`config.mk`:
```
export PLATFORM = sky130hd
export DESIGN_NAME = txcap_serializer
export DESIGN_NICKNAME = d
export VERILOG_FILES = /design/src/rtl/txs_pkg.sv /design/src/rtl/txs_lane_map.sv /design/src/rtl/txs_seq_build.sv /design/src/rtl/txs_shifter.sv /design/src/rtl/txcap_serializer.sv
export SDC_FILE = /design/constraint.sdc
export NUM_CORES = 1
export LEC_CHECK = 0
export ABC_AREA = 0
export BUFFER_PORTS_ARGS = -buffer_cell sky130_fd_sc_hd__buf_2
export CAP_MARGIN = 10
export CORE_MARGIN = 2
export CORE_UTILIZATION = 25
export CTS_CLUSTER_SIZE = 40
export DETAILED_ROUTE_END_ITERATION = 10
export HOLD_SLACK_MARGIN = 0.06
export SYNTH_ARGS = -nofsm -noshare
export SYNTH_HDL_FRONTEND = slang
export SYNTH_SLANG_ARGS = --single-unit
export TNS_END_PERCENT = 1
```
`constraint.sdc`:
```
create_clock -name clk -period 2.7 [get_ports clk]
set_input_delay 0.54 -clock clk [delete_from_list [all_inputs] [get_ports clk]]
set_output_delay 0.54 -clock clk [all_outputs]
set_load 0.02 [all_outputs]
```
`src/rtl/txs_pkg.sv`:
```
package txs_pkg;
  // mode code = {enc_on, narrow}
  typedef enum logic [1:0] {
    MODE_RAW12 = 2'b00,
    MODE_RAW10 = 2'b01,
    MODE_ENCW  = 2'b10,
    MODE_ENCN  = 2'b11
  } txs_mode_e;
endpackage

```
`src/rtl/txs_lane_map.sv`:
```
module txs_lane_map
  import txs_pkg::*;
#(
  parameter int BUS_W  = 10,
  parameter int XCMD_W = 2,
  parameter int GRP_W  = 5,
  parameter int CHAR_W = BUS_W + XCMD_W
) (
  input  logic [BUS_W-1:0]  bus,
  input  logic [XCMD_W-1:0] xcmd,
  input  logic              sel,
  input  txs_mode_e         mode,
  output logic [GRP_W-1:0]  hi_grp,
  output logic [GRP_W-1:0]  lo_grp,
  output logic              is_cmd,
  output logic [CHAR_W-1:0] raw_seq
);
  localparam int NIB_W = GRP_W - 1;

  logic [NIB_W-1:0] narrow_cmd;
  assign narrow_cmd = {bus[8], bus[9], xcmd[1], xcmd[0]};

  always_comb begin
    hi_grp = '0;
    lo_grp = '0;
    is_cmd = 1'b0;
    case (mode)
      MODE_ENCN: begin
        if (sel) begin
          hi_grp[NIB_W-1:0] = narrow_cmd;
          lo_grp[NIB_W-1:0] = narrow_cmd;
          is_cmd            = 1'b1;
        end else begin
          hi_grp[NIB_W-1:0] = bus[7:4];
          lo_grp[NIB_W-1:0] = bus[3:0];
        end
      end
      MODE_ENCW: begin
        if (sel) begin
          hi_grp[XCMD_W-1:0] = xcmd;
          lo_grp[XCMD_W-1:0] = xcmd;
          is_cmd             = 1'b1;
        end else begin
          hi_grp = bus[8:4];
          lo_grp = {bus[9], bus[3:0]};
        end
      end
      default: ;
    endcase
  end

  // raw order: bus LSB first, then side command bits highest first
  for (genvar gi = 0; gi < BUS_W; gi++) begin : g_raw_bus
    assign raw_seq[gi] = bus[gi];
  end
  for (genvar gj = 0; gj < XCMD_W; gj++) begin : g_raw_cmd
    assign raw_seq[BUS_W+gj] = xcmd[XCMD_W-1-gj];
  end
endmodule

```
`src/rtl/txs_seq_build.sv`:
```
module txs_seq_build
  import txs_pkg::*;
#(
  parameter int BUS_W  = 10,
  parameter int GRP_W  = 5,
  parameter int CODE_W = 6,
  parameter int CHAR_W = 12,
  parameter int LEN_W  = 4
) (
  input  txs_mode_e         mode,
  input  logic [CODE_W-1:0] hi_code,
  input  logic [CODE_W-1:0] lo_code,
  input  logic [CHAR_W-1:0] raw_seq,
  output logic [CHAR_W-1:0] seq,
  output logic [LEN_W-1:0]  len
);
  always_comb begin
    seq = '0;
    len = LEN_W'(CHAR_W);
    case (mode)
      MODE_ENCN: begin
        for (int i = 0; i < GRP_W; i++) begin
          seq[i]       = hi_code[GRP_W-1-i];
          seq[GRP_W+i] = lo_code[GRP_W-1-i];
        end
        len = LEN_W'(2 * GRP_W);
      end
      MODE_ENCW: begin
        for (int i = 0; i < CODE_W; i++) begin
          seq[i]        = hi_code[CODE_W-1-i];
          seq[CODE_W+i] = lo_code[CODE_W-1-i];
        end
        len = LEN_W'(2 * CODE_W);
      end
      MODE_RAW10: begin
        seq[BUS_W-1:0] = raw_seq[BUS_W-1:0];
        len            = LEN_W'(BUS_W);
      end
      default: begin
        seq = raw_seq;
        len = LEN_W'(CHAR_W);
      end
    endcase
  end
endmodule

```
`src/rtl/txs_shifter.sv`:
```
module txs_shifter #(
  parameter int                CHAR_W   = 12,
  parameter int                LEN_W    = 4,
  parameter logic [CHAR_W-1:0] IDLE_PAT = '0
) (
  input  logic              clk,
  input  logic              rst,
  input  logic              en_act,
  input  logic [CHAR_W-1:0] load_seq,
  input  logic [LEN_W-1:0]  len,
  output logic              ready,
  output logic              ser_out,
  output logic              ser_valid,
  output logic              ser_char
);
  localparam logic [LEN_W-1:0] ONE = LEN_W'(1);
  localparam logic [LEN_W-1:0] TWO = LEN_W'(2);

  logic [CHAR_W-1:0] sh;
  logic [LEN_W-1:0]  rem;
  logic              ready_q, valid_q, char_q, take;

  assign take = ready_q & en_act;

  always_ff @(posedge clk) begin
    if (rst) begin
      sh      <= '0;
      rem     <= ONE;
      ready_q <= 1'b1;
      valid_q <= 1'b0;
      char_q  <= 1'b0;
    end else if (rem == ONE) begin
      sh      <= take ? load_seq : IDLE_PAT;
      rem     <= len;
      ready_q <= 1'b0;
      valid_q <= 1'b1;
      char_q  <= take;
    end else begin
      sh      <= sh >> 1;
      rem     <= rem - ONE;
      ready_q <= (rem == TWO);
    end
  end

  assign ready     = ready_q;
  assign ser_out   = sh[0];
  assign ser_valid = valid_q;
  assign ser_char  = char_q;

  a_r10_ready_last_bit: assert property (@(posedge clk) disable iff (rst)
    ready_q == (rem == ONE));
  a_r3_countdown: assert property (@(posedge clk) disable iff (rst)
    (rem != ONE) |=> (rem == $past(rem) - ONE));
  a_r3_reload_length: assert property (@(posedge clk) disable iff (rst)
    (rem == ONE) |=> (rem == $past(len)));
  a_r13_valid_sticky: assert property (@(posedge clk) disable iff (rst)
    valid_q |=> valid_q);
  a_r11_kind_steady: assert property (@(posedge clk) disable iff (rst)
    (rem != ONE) |=> $stable(char_q));
endmodule

```
`src/rtl/txcap_serializer.sv`:
```
module txcap_serializer
  import txs_pkg::*;
#(
  parameter int                            BUS_W    = 10,
  parameter int                            XCMD_W   = 2,
  parameter int                            GRP_W    = 5,
  parameter int                            CODE_W   = 6,
  parameter logic [BUS_W+XCMD_W-1:0]       IDLE_PAT = 12'h3E9
) (
  input  logic              clk,
  input  logic              rst,
  input  logic [BUS_W-1:0]  tx_bus,
  input  logic [XCMD_W-1:0] tx_xcmd,
  input  logic              tx_sel,
  input  logic              tx_en,
  input  logic              en_low,
  input  logic              enc_on,
  input  logic              narrow,
  output logic [GRP_W-1:0]  enc_hi_grp,
  output logic [GRP_W-1:0]  enc_lo_grp,
  output logic              enc_is_cmd,
  output logic              enc_wide,
  input  logic [CODE_W-1:0] enc_hi_code,
  input  logic [CODE_W-1:0] enc_lo_code,
  output logic              ready,
  output logic              ser_out,
  output logic              ser_valid,
  output logic              ser_char
);
  localparam int CHAR_W = BUS_W + XCMD_W;
  localparam int LEN_W  = $clog2(CHAR_W + 1);

  txs_mode_e         mode;
  logic [CHAR_W-1:0] raw_seq, seq;
  logic [LEN_W-1:0]  len;
  logic              en_act;

  assign mode     = txs_mode_e'({enc_on, narrow});
  assign en_act   = tx_en ^ en_low;
  assign enc_wide = ~narrow;

  txs_lane_map #(
    .BUS_W(BUS_W), .XCMD_W(XCMD_W), .GRP_W(GRP_W), .CHAR_W(CHAR_W)
  ) u_map (
    .bus(tx_bus), .xcmd(tx_xcmd), .sel(tx_sel), .mode(mode),
    .hi_grp(enc_hi_grp), .lo_grp(enc_lo_grp), .is_cmd(enc_is_cmd),
    .raw_seq(raw_seq)
  );

  txs_seq_build #(
    .BUS_W(BUS_W), .GRP_W(GRP_W), .CODE_W(CODE_W),
    .CHAR_W(CHAR_W), .LEN_W(LEN_W)
  ) u_build (
    .mode(mode), .hi_code(enc_hi_code), .lo_code(enc_lo_code),
    .raw_seq(raw_seq), .seq(seq), .len(len)
  );

  txs_shifter #(
    .CHAR_W(CHAR_W), .LEN_W(LEN_W), .IDLE_PAT(IDLE_PAT)
  ) u_shift (
    .clk(clk), .rst(rst), .en_act(en_act), .load_seq(seq), .len(len),
    .ready(ready), .ser_out(ser_out), .ser_valid(ser_valid),
    .ser_char(ser_char)
  );

  a_r12_start_needs_ready: assert property (@(posedge clk) disable iff (rst)
    $rose(ser_char) |-> $past(ready));
  a_r2_capture_marks_char: assert property (@(posedge clk) disable iff (rst)
    (ready && en_act) |=> ser_char);
endmodule

```
==> run summary <==
ROUTE
-------------------------------------------------------------------------------------
Post-DRT Antenna Nets ..................................................            0
Total length of routed met3 wires ......................................        92 um
Top layer reached by signal wires ......................................         met4
Met1 Routed Length .....................................................      1270 um
Detail Route met2 WL ...................................................      1350 um
Final Routed Wirelength ................................................      2730 um
Iteration count of the initial detailed-routing pass ...................            4
Initial DRC count ......................................................           51
Average detailed-routed wire length per instance .......................      12.5 um
Vias/cell ..............................................................         4.70
DRC violations left ....................................................            0
Count of vias placed by the detailed router ............................         1025

PLACED DESIGN
-------------------------------------------------------------------------------------
Dpl ws .................................................................       694 ps
Routability congestion estimate ........................................        0.792
Number of placed instances, taps included ..............................          214
Detailed placer's ending HPWL ..........................................      2080 um
Input/output buffers ...................................................           46

GLOBAL ROUTING
-------------------------------------------------------------------------------------
Pin count of the biggest net entering global routing ...................           31
First-pass GRT wire length .............................................      4250 um
Antenna violations before repair .......................................            0
Total routing usage reported by global routing .........................        0.102
Overflow left after global routing .....................................            0
Number of global-route vias before repair ..............................          912

POWER
-------------------------------------------------------------------------------------
Net Switching ..........................................................   0.000371 W
Clock Power Share ......................................................        0.188
Overall power consumption ..............................................    0.00103 W
Switching power share of the total .....................................        0.359
Power Dens Cells .......................................................  715 nW/um^2
Static Leakage .........................................................     0.664 nW
Peak supply drop .......................................................       221 uV
Share of total power in sequential cells ...............................        0.417
Gate power share .......................................................        0.395
Internal Power .........................................................   0.000663 W

WORST HOLD PATH
-------------------------------------------------------------------------------------
Worst hold path cell count .............................................            2
Worst hold path class .................................................. register to register
Launch point of the worst hold path .................................... u_shift.sh[5]
Worst min-delay path endpoint .......................................... u_shift.sh[4]

STA
-------------------------------------------------------------------------------------
Tightest slew margin relative to the limit .............................        0.609
Post-Route Skew ........................................................      2.62 ps
Minimum clock period after layout ......................................      2040 ps
Unrepaired setup endpoints after global routing ........................        false
Highest Clock Rate .....................................................    0.489 GHz
Crit share post-route ..................................................        0.757
Final-report setup violation count .....................................            0
Worst Max-Slew Pin Slew ................................................       586 ps
Number of endpoints with negative hold slack in the final report .......            0
Final setup margin .....................................................       656 ps
Max-slew violation count ...............................................            0
Setup_tns ..............................................................         0 ps

SYNTH
-------------------------------------------------------------------------------------
Area share of the largest cell type after synthesis ....................        0.328
Synthesized area .......................................................   1160 sq um
Yosys warning total ....................................................            0
Area contributors post-synth ........................................... sky130_fd_sc_hd__dfxtp_1 (33%), sky130_fd_sc_hd__mux2i_1 (10%), sky130_fd_sc_hd__o221a_2 (6.8%), sky130_fd_sc_hd__nand2b_1 (4.3%), sky130_fd_sc_hd__a21oi_1 (3.9%)
Number of nets in the synthesized netlist ..............................          159
Synthesized flop and latch total .......................................           19
Post-synth EDFFs .......................................................            0
Top cells by instance count after synthesis ............................ sky130_fd_sc_hd__dfxtp_1 (19), sky130_fd_sc_hd__mux2i_1 (12), sky130_fd_sc_hd__nor2_1 (11)
Post-synth top flop .................................................... sky130_fd_sc_hd__dfxtp_1
Distinct cells, synth ..................................................           34
Number of cells produced by synthesis ..................................          125
Sequential cell area fraction in the yosys report ......................        0.328
Cell taking the most area after synthesis .............................. sky130_fd_sc_hd__dfxtp_1
Most used standard cell by instance count after synthesis .............. sky130_fd_sc_hd__dfxtp_1
Synth async-reset ratio ................................................            0
Post-Synthesis Mean Instance Area ......................................   9.28 sq um

FINISH
-------------------------------------------------------------------------------------
Final Instance Count excl. Fillers .....................................          218
Synth-to-layout area growth ............................................        24.6%
Final design utilization ...............................................        0.327
Net count of the finished layout .......................................          201
Count of antenna diodes in the layout ..................................            0
Layout cells sized above 1 .............................................        0.386

FLOORPLANNING
-------------------------------------------------------------------------------------
Die ar. ................................................................   5200 sq um
IO Count ...............................................................           47
Die width ..............................................................      72.1 um
Placeable Area .........................................................   4410 sq um
Std cell rows ..........................................................           24
Starting density of the core ...........................................        0.263
Chip Height ............................................................      72.1 um

CRITICAL PATH
-------------------------------------------------------------------------------------
WS Path Type ........................................................... input pin to output port
Startpoint type of the worst setup path ................................    input pin
FF-to-FF Start ......................................................... u_shift.rem[0]
Arrival time at the worst endpoint .....................................      1500 ps
Data required time at the worst endpoint ...............................      2160 ps
Reg-to-Reg End ......................................................... u_shift.sh[9]
Kind of capture point of the worst setup path ..........................  output port
Reg2Reg Depth ..........................................................            4
Critical-path maximum fanout ...........................................           18
Reg2reg setup slack ....................................................       900 ps

RUN
-------------------------------------------------------------------------------------
Max-Cap Viols ..........................................................            0

CLOCK TREE
-------------------------------------------------------------------------------------
CTS Buf Count ..........................................................            3
Clock Tree Buf Depth ...................................................            2
Buffers inserted during post-CTS setup optimization ....................            0
Number of buffers inserted for hold repair after clock tree synthesis ..            0
CTS tree ...............................................................         done
Root buffer cell ....................................................... sky130_fd_sc_hd__clkbuf_8
Clock-pin slew of the registers on the worst-case setup and hold paths .        70 ps
Post-CTS Resized .......................................................            0
Clock network latency to the later pin of the worst-skew pair ..........       250 ps
Level count of the clock H-tree ........................................            1
Number of clock sinks ..................................................           19

OUTCOME
-------------------------------------------------------------------------------------
Run status ............................................................. finished, final reports clean

## worst max-delay path by stage
stage | cells past startpoint | startpoint | to | slack, ps
floorplan | 3 | narrow | enc_hi_grp[4] | 590
global placement | 4 | narrow | enc_lo_grp[2] | 750
detailed placement | 4 | narrow | enc_lo_grp[3] | 690
CTS | 4 | narrow | enc_lo_grp[3] | 690
global route | 4 | narrow | enc_hi_grp[3] | 560
finish | 4 | narrow | enc_lo_grp[3] | 660
## power groups by stage
stage | Combinational, W | Sequential, W | Clock, W
after global routing | 0.000452 | 0.000439 | 0.000211
after detailed placement | 0.000414 | 0.000437 | 0
after global placement | 0.000412 | 0.000435 | 0
after floorplan | 0.000318 | 0.000446 | 0
after CTS | 0.000416 | 0.000432 | 0.000201
final | 0.000408 | 0.000431 | 0.000195
## logic make-up (layout without fill, tap and decap cells)
| kind of cell | count (synthesis) | count (layout) | synth area share |
|---|---|---|---|
| multiplexers | 15 | 15 | 0.133 |
| XOR/XNOR | 2 | 2 | 0.0151 |
| AND/OR/NAND/NOR | 37 | 37 | 0.196 |
| buffers and inverters | 15 | 56 | 0.0669 |
| adder cells (fa/ha/maj) | 3 | 3 | 0.0324 |
| flip-flops | 19 | 19 | 0.328 |
| AO/OA/AOI/OAI | 34 | 34 | 0.229 |
## cells in the final DEF, fill, tap and decap left out, drive strengths merged, types with 2 or more instances in the layout
master / count
a21boi: 8
dfxtp: 19
buf: 46
nor4bb: 2
nor2: 12
mux2i: 12
inv: 6
o21ai: 4
nand2b: 8
mux2: 3
nand3: 7
o221a: 7
clkbuf: 4
o41ai: 2
nand2: 3
ha: 3
a21oi: 9
## sequential cells by signal, summed over array words and instances (netlist names)
| signal | flops |
|---|---|
| u_shift.rem | 4 |
| u_shift.ready | 1 |
| u_shift.sh | 12 |
| u_shift.ser_char | 1 |
| u_shift.ser_valid | 1 |
## stage by stage
step	hold WS, ps	area, sq um
final	448	1450
after global routing	480	1450
after CTS	452	1450
after detailed placement	435	1400
after global placement	435	1400
after floorplan	421	1160
## metal layers
layer	global-route usage	vias to the layer above
li1	-	533
met1	0.130	470
met2	0.172	19
met3	0.0264	3
met4	0.0252	0
met5	0	-
## critical path: stages
cell and delay [ps]:
sky130_fd_sc_hd__buf_2 380, sky130_fd_sc_hd__nand3_1 160, sky130_fd_sc_hd__a21boi_0 220, sky130_fd_sc_hd__buf_2 200
## cell type report
class                      instances  area [sq um]
fill                             476          2970
multi-input combinational         91           702
sequential                        19           380
timing repair buffer              46           230
tap                               52          65.1
clock buffer                       4          45.0
inverter                           6          22.5
Power figures use the tool's default switching activity.
